<file path="src/rtl/mtt_pkg.sv">
package mtt_pkg;
   localparam int unsigned NUM_EVT   = 4;
   localparam int unsigned RATE_W    = 2;
   localparam int unsigned NUM_RATE  = 4;
   localparam int unsigned SSEL_W    = 3;
   localparam int unsigned EN_LSB    = 16;
   localparam int unsigned MODE_LSB  = 12;
   localparam int unsigned SSEL_LSB  = 8;
   localparam int unsigned WORD_W    = 3;
   localparam logic [WORD_W-1:0] WORD_CTRL  = 3'd0;
   localparam logic [WORD_W-1:0] WORD_STAMP = 3'd5;

   typedef enum logic [RATE_W-1:0] {
      RATE_1US   = 2'd0,
      RATE_10US  = 2'd1,
      RATE_100US = 2'd2,
      RATE_1MS   = 2'd3
   } rate_e;

   typedef struct packed {
      logic [NUM_EVT-1:0]         en;
      logic [NUM_EVT-1:0]         periodic;
      logic [SSEL_W-1:0]          stamp_src;
      logic [NUM_EVT*RATE_W-1:0]  rate;
   } ctrl_t;

   function automatic logic [31:0] ctrl_to_word(input ctrl_t c);
      logic [31:0] w;
      w = '0;
      w[EN_LSB   +: NUM_EVT] = c.en;
      w[MODE_LSB +: NUM_EVT] = c.periodic;
      w[SSEL_LSB +: SSEL_W]  = c.stamp_src;
      w[0 +: NUM_EVT*RATE_W] = c.rate;
      return w;
   endfunction

   function automatic ctrl_t word_to_ctrl(input logic [31:0] w);
      ctrl_t c;
      c.en        = w[EN_LSB   +: NUM_EVT];
      c.periodic  = w[MODE_LSB +: NUM_EVT];
      c.stamp_src = w[SSEL_LSB +: SSEL_W];
      c.rate      = w[0 +: NUM_EVT*RATE_W];
      return c;
   endfunction
endpackage

</file>
<file path="src/rtl/mtt_prescaler.sv">
module mtt_prescaler #(
   parameter int unsigned CLK_PER_US = 100,
   parameter int unsigned DECADE     = 10,
   parameter int unsigned NUM_RATE   = 4
) (
   input  logic                clk,
   input  logic                rst_n,
   output logic [NUM_RATE-1:0] tick
);
   localparam int unsigned US_W  = (CLK_PER_US > 1) ? $clog2(CLK_PER_US) : 1;
   localparam int unsigned DEC_W = (DECADE > 1) ? $clog2(DECADE) : 1;
   localparam logic [US_W-1:0]  US_LAST  = US_W'(CLK_PER_US - 1);
   localparam logic [DEC_W-1:0] DEC_LAST = DEC_W'(DECADE - 1);

   logic [US_W-1:0] us_cnt;

   always_ff @(posedge clk or negedge rst_n) begin
      if (!rst_n)                us_cnt <= '0;
      else if (us_cnt == US_LAST) us_cnt <= '0;
      else                       us_cnt <= us_cnt + 1'b1;
   end

   assign tick[0] = (us_cnt == US_LAST);

   for (genvar s = 1; s < NUM_RATE; s++) begin : g_stage
      logic [DEC_W-1:0] dec_cnt;
      always_ff @(posedge clk or negedge rst_n) begin
         if (!rst_n) dec_cnt <= '0;
         else if (tick[s-1]) begin
            if (dec_cnt == DEC_LAST) dec_cnt <= '0;
            else                     dec_cnt <= dec_cnt + 1'b1;
         end
      end
      assign tick[s] = tick[s-1] && (dec_cnt == DEC_LAST);
   end
endmodule

</file>
<file path="src/rtl/mtt_channel.sv">
module mtt_channel #(
   parameter int unsigned CNT_W = 16
) (
   input  logic             clk,
   input  logic             rst_n,
   input  logic             start,
   input  logic             run,
   input  logic             tick,
   input  logic             periodic,
   input  logic [CNT_W-1:0] load,
   output logic [CNT_W-1:0] count,
   output logic             expire,
   output logic             irq
);
   logic at_zero;
   assign at_zero = (count == '0);
   assign expire  = run && !start && tick && at_zero;

   always_ff @(posedge clk or negedge rst_n) begin
      if (!rst_n) begin
         count <= '0;
         irq   <= 1'b0;
      end else begin
         irq <= expire;
         if (start)
            count <= load;
         else if (run && tick) begin
            if (!at_zero)      count <= count - 1'b1;
            else if (periodic) count <= load;
         end
      end
   end
endmodule

</file>
<file path="src/rtl/mtt_stamp.sv">
module mtt_stamp #(
   parameter int unsigned STAMP_W  = 32,
   parameter int unsigned SSEL_W   = 3,
   parameter int unsigned NUM_RATE = 4
) (
   input  logic                clk,
   input  logic                rst_n,
   input  logic [SSEL_W-1:0]   sel,
   input  logic [NUM_RATE-1:0] tick,
   output logic [STAMP_W-1:0]  value,
   output logic                step
);
   always_comb begin
      step = 1'b0;
      if (sel == '0)
         step = 1'b1;
      else
         for (int r = 0; r < NUM_RATE; r++)
            if (sel == SSEL_W'(r + 1)) step = tick[r];
   end

   always_ff @(posedge clk or negedge rst_n) begin
      if (!rst_n)    value <= '0;
      else if (step) value <= value + 1'b1;
   end
endmodule

</file>
<file path="src/rtl/multi_tick_timer.sv">
module multi_tick_timer
   import mtt_pkg::*;
#(
   parameter int unsigned CLK_PER_US = 100,
   parameter int unsigned DECADE     = 10,
   parameter int unsigned CNT_W      = 16,
   parameter int unsigned STAMP_W    = 32
) (
   input  logic        clk,
   input  logic        rst_n,
   input  logic        bus_wr,
   input  logic [2:0]  bus_word,
   input  logic [31:0] bus_wdata,
   output logic [31:0] bus_rdata,
   output logic [3:0]  irq
);
   if (CLK_PER_US < 2) begin : g_bad_us
      $error("CLK_PER_US must be at least 2");
   end
   if (DECADE < 2) begin : g_bad_dec
      $error("DECADE must be at least 2");
   end
   if (CNT_W < 2 || CNT_W > 32) begin : g_bad_cnt
      $error("CNT_W must be within 2..32");
   end
   if (STAMP_W < 2 || STAMP_W > 32) begin : g_bad_stamp
      $error("STAMP_W must be within 2..32");
   end

   ctrl_t                ctrl_q;
   ctrl_t                ctrl_wr_val;
   logic                 ctrl_wr;
   logic [NUM_RATE-1:0]  tick;
   logic [NUM_EVT-1:0]   chan_tick;
   logic [NUM_EVT-1:0]   start;
   logic [NUM_EVT-1:0]   expire;
   logic [CNT_W-1:0]     load_q  [NUM_EVT];
   logic [CNT_W-1:0]     count   [NUM_EVT];
   logic [STAMP_W-1:0]   stamp;
   logic                 stamp_step;

   assign ctrl_wr     = bus_wr && (bus_word == WORD_CTRL);
   assign ctrl_wr_val = word_to_ctrl(bus_wdata);

   mtt_prescaler #(
      .CLK_PER_US(CLK_PER_US),
      .DECADE    (DECADE),
      .NUM_RATE  (NUM_RATE)
   ) u_presc (
      .clk  (clk),
      .rst_n(rst_n),
      .tick (tick)
   );

   always_ff @(posedge clk or negedge rst_n) begin
      if (!rst_n)
         ctrl_q <= '0;
      else if (ctrl_wr)
         ctrl_q <= ctrl_wr_val;
      else
         ctrl_q.en <= ctrl_q.en & ~(expire & ~ctrl_q.periodic);
   end

   for (genvar i = 0; i < NUM_EVT; i++) begin : g_chan
      localparam logic [WORD_W-1:0] MY_WORD = WORD_W'(i + 1);

      assign start[i]     = ctrl_wr && ctrl_wr_val.en[i] && !ctrl_q.en[i];
      assign chan_tick[i] = tick[ctrl_q.rate[i*RATE_W +: RATE_W]];

      always_ff @(posedge clk or negedge rst_n) begin
         if (!rst_n)                             load_q[i] <= '0;
         else if (bus_wr && bus_word == MY_WORD) load_q[i] <= bus_wdata[CNT_W-1:0];
      end

      mtt_channel #(.CNT_W(CNT_W)) u_chan (
         .clk     (clk),
         .rst_n   (rst_n),
         .start   (start[i]),
         .run     (ctrl_q.en[i]),
         .tick    (chan_tick[i]),
         .periodic(ctrl_q.periodic[i]),
         .load    (load_q[i]),
         .count   (count[i]),
         .expire  (expire[i]),
         .irq     (irq[i])
      );
   end

   mtt_stamp #(
      .STAMP_W (STAMP_W),
      .SSEL_W  (SSEL_W),
      .NUM_RATE(NUM_RATE)
   ) u_stamp (
      .clk  (clk),
      .rst_n(rst_n),
      .sel  (ctrl_q.stamp_src),
      .tick (tick),
      .value(stamp),
      .step (stamp_step)
   );

   always_comb begin
      bus_rdata = '0;
      if (bus_word == WORD_CTRL)
         bus_rdata = ctrl_to_word(ctrl_q);
      else if (bus_word == WORD_STAMP)
         bus_rdata = 32'(stamp);
      else
         for (int i = 0; i < NUM_EVT; i++)
            if (bus_word == WORD_W'(i + 1)) bus_rdata = 32'(count[i]);
   end
endmodule

</file>
<file path="config.mk">
export PLATFORM = sky130hd
export DESIGN_NAME = multi_tick_timer
export DESIGN_NICKNAME = d
export VERILOG_FILES = /design/src/rtl/mtt_pkg.sv /design/src/rtl/mtt_prescaler.sv /design/src/rtl/mtt_channel.sv /design/src/rtl/mtt_stamp.sv /design/src/rtl/multi_tick_timer.sv
export SDC_FILE = /design/constraint.sdc
export NUM_CORES = 1
export LEC_CHECK = 0
export BUFFER_PORTS_ARGS = -buffer_cell sky130_fd_sc_hd__buf_2
export CAP_MARGIN = 10
export CELL_PAD_IN_SITES_DETAIL_PLACEMENT = 1
export CELL_PAD_IN_SITES_GLOBAL_PLACEMENT = 2
export CORE_MARGIN = 1.5
export CORE_UTILIZATION = 36
export DETAILED_ROUTE_END_ITERATION = 12
export PLACE_DENSITY_LB_ADDON = 0.1
export SKIP_LAST_GASP = 1
export SYNTH_ARGS = -nofsm -noshare
export SYNTH_HDL_FRONTEND = slang
export SYNTH_SLANG_ARGS = --single-unit
</file>
<file path="constraint.sdc">
create_clock -name clk -period 3.8 [get_ports clk]
set_input_delay 0.95 -clock clk [delete_from_list [all_inputs] [get_ports clk]]
set_output_delay 0.95 -clock clk [all_outputs]
set_load 0.01 [all_outputs]
</file>
==> results.txt <==
outcome: complete, but fails checks
failing checks: design-rule violations
Num CTS Buffers: 26
post-route setup slack: 0.342 ns
Core Area: 0.0307 mm²
nets: 1,284
Post-CTS Resized: 0
critical path startpoint: bus_word[0]
Crit Reg-Reg Startpoint: u_presc.g_stage[2].dec_cnt[1]
Hold Violations, Final: 0
Residual DRC: 6
Die X: 180 µm
grt met2 use: 41.1%
clock root cell: clkbuf_16
DP Wirelength: 30.6 mm
largest net degree at the start of global routing: 67
yosys warns: 0
Top Usage Layer GRT: met2
GRT Resource Usage Total: 26.2%
post-CTS setup buffers: 0
Cell Pwr Density: 554 mW/mm²
area delta synth->final: 16.5%
Die ar.: 0.0324 mm²
setup_tns: 0 ns
first-pass GRT wire length: 64.5 mm
main flop type after synthesis: dfrtp_1
filler instances: 3,505
top-area cell type share of the netlist area: 44.8%
Post-synth EDFFs: 0
num ports: 74
Hold Path Class: input pin to async pin
Initial Utilization: 36.7%
final setup fails: 0
fmax: 289 MHz
library cells used by synthesis: 72
First DRT Iteration DRCs: 915
worst path arrival time: 2.51 ns
cts hold-fix bufs: 0
CP startpoint kind: input pin
synthesized net count: 1,216
vias in the first global route: 9,872
max-slew violations: 0
post-synthesis cell count: 1,168
Num Clock Sinks: 202
register area: 0.00505 mm²
Worst-Margin Slew: 1.19 ns
Routed WL: 42.2 mm
worst-skew pair later-pin latency: 0.55 ns
RSZ-0062 raised after global routing: no
Synth area leaders: dfrtp_1 (45%), mux2_2 (9.2%), nor2_1 (3.4%), a21oi_1 (2.8%), o21ai_0 (2.8%)
Bufs on Longest Clock Path: 3
placement row count: 64
Critical Path RT: 2.85 ns
type of the worst setup path: input pin to output pin
leak pwr: 5.61 nW
#FFs+latches synth: 202
cell type with the largest total area after synthesis: dfrtp_1
ANT cells: 0
ANT nets after route: 0
clock-pin slew on the worst setup and hold paths: 0.06 ns
fin crit period: 3.46 ns
CTS tree: yes
IO buf count: 61
GR met1 Demand/Resource: 39.3%
register area share after synthesis: 44.8%
max_cap viols: 0
worst IR drop on VDD: 340 µV
cell total after placement: 1,604
Synth Cell Area: 0.0113 mm²
pre-CTS setup slack: 0.389 ns
Critical Path Fanout Max: 19
GR Util met3: 2.34%
routed len/inst: 25.5 µm
final period utilization: 91.0%
routability cong.: 0.872
share of layout cells above drive strength 1: 21.1%
Finished Layout Cells: 1,652
post-synthesis async set-or-reset flop share: 100%
CTS H-tree depth: 1
GR Overflow Total: 0
relative slew slack: 20.4%
most common library cell in the layout ignoring fill and taps: dfrtp_1
Via Count: 9,831
Die H: 180 µm
1st-pass router iterations: 11
vias per cell: 5.95
commonest cells after routing, fill and taps aside: dfrtp_1 (202), nor2_1 (103), mux2_2 (92)
Clock Skew: 0.0170 ns
Multi-input gate area: 0.00590 mm²
initial antenna violation count: 2
Syn Area/Cell: 9.67 µm²
CP Capture Type: output pin
worst max-delay path: stages:
cell and delay, ns:
buf_2 0.26, buf_4 0.21, and2_1 0.12, buf_4 0.25, a21oi_1 0.16, o22ai_1 0.33, buf_2 0.21
per-stage QoR:
| step | area (µm²) | power [W] | utilization, % | hold WS, ns |
|---|---|---|---|---|
| finish | 13200 | 0.00728 | 42.8 | 0.363 |
| global route | 13200 | 0.00765 | 42.8 | 0.391 |
| CTS | 13200 | 0.00734 | 42.8 | 0.366 |
| detailed placement | 12200 | 0.00462 | 39.7 | 0.455 |
| global placement | 12200 | 0.00457 | 39.7 | 0.447 |
| floorplan | 11300 | 0.00392 | - | 0.433 |
cell families after synthesis:
group / synth area share (%)
buf+inv: 3.29
compound gates: 16.0
simple gates: 20.5
xor+xnor: 3.17
flops: 44.8
mux: 11.1
fa+ha+maj: 1.11
worst paths after layout:
| path | cells after the start | slack [ns] | endpoint |
|---|---|---|---|
| worst max-delay path | 7 | 0.34 | bus_rdata[4] |
| min in group clk | 1 | 0.46 | u_stamp.value[31] |
| worst min register to register | 1 | 0.46 | u_stamp.value[31] |
| max in group asynchronous | 2 | 2.59 | load_q[45] |
| worst max register to register | 6 | 0.60 | g_chan[3].u_chan.count[1] |
| worst min-delay path | 1 | 0.36 | u_stamp.value[22] |
final cells by class:
type | instances | share of cell area (%)
clock inverters | 14 | 1.43
clock buffers | 34 | 5.71
repair buffers | 107 | 5.21
inverters | 22 | 0.628
flip-flops and latches | 202 | 38.4
well taps | 396 | 3.77
multi-input cells | 877 | 44.8
synthesized netlist by cell type (5+ instances only):
cell type / instances
o211ai_1: 8
a31oi_1: 10
a311oi_1: 8
o31ai_1: 5
nand2_1: 78
and3_1: 29
a21o_1: 6
nor3b_1: 7
a21oi_1: 63
xnor2_1: 30
or3_1: 7
inv_1: 22
nand3_1: 40
a211oi_1: 14
o21a_1: 6
nand4_1: 46
clkbuf_1: 49
mux2_2: 92
nand2b_1: 7
or4_1: 5
o21ai_0: 63
and2_1: 13
nor3_1: 34
ha_1: 10
nor4_1: 19
nor2_1: 103
o22ai_1: 25
xor2_1: 9
dfrtp_1: 202
mux2i_1: 22
nor2b_1: 7
and4_1: 8
a22oi_1: 22
buf_1: 6
a2bb2oi_1: 7
o32ai_1: 5
buf_2: 6
flip-flops by register name, indices dropped and copies added (netlist names):
name / flops
u_presc.g_stage.dec_cnt: 12
u_presc.us_cnt: 7
u_stamp.value: 32
ctrl_q: 19
load_q: 64
g_chan.u_chan.count: 64
g_chan.u_chan.irq: 4
power by group:
group / internal [W] / switching (W) / leakage (nW)
Clock: 0.00166 / 0.00102 / 0.467
Combinational: 0.000649 / 0.000836 / 2.63
Sequential: 0.00255 / 0.000566 / 2.51
per-layer routing:
| layer | routed length [µm] | share of wire (%) |
|---|---|---|
| met1 | 20700 | 49 |
| met2 | 18900 | 45 |
| met4 | 839 | 2.0 |
| met5 | 0 | 0 |
| met3 | 1670 | 4.0 |
Power figures use the tool's default switching activity.
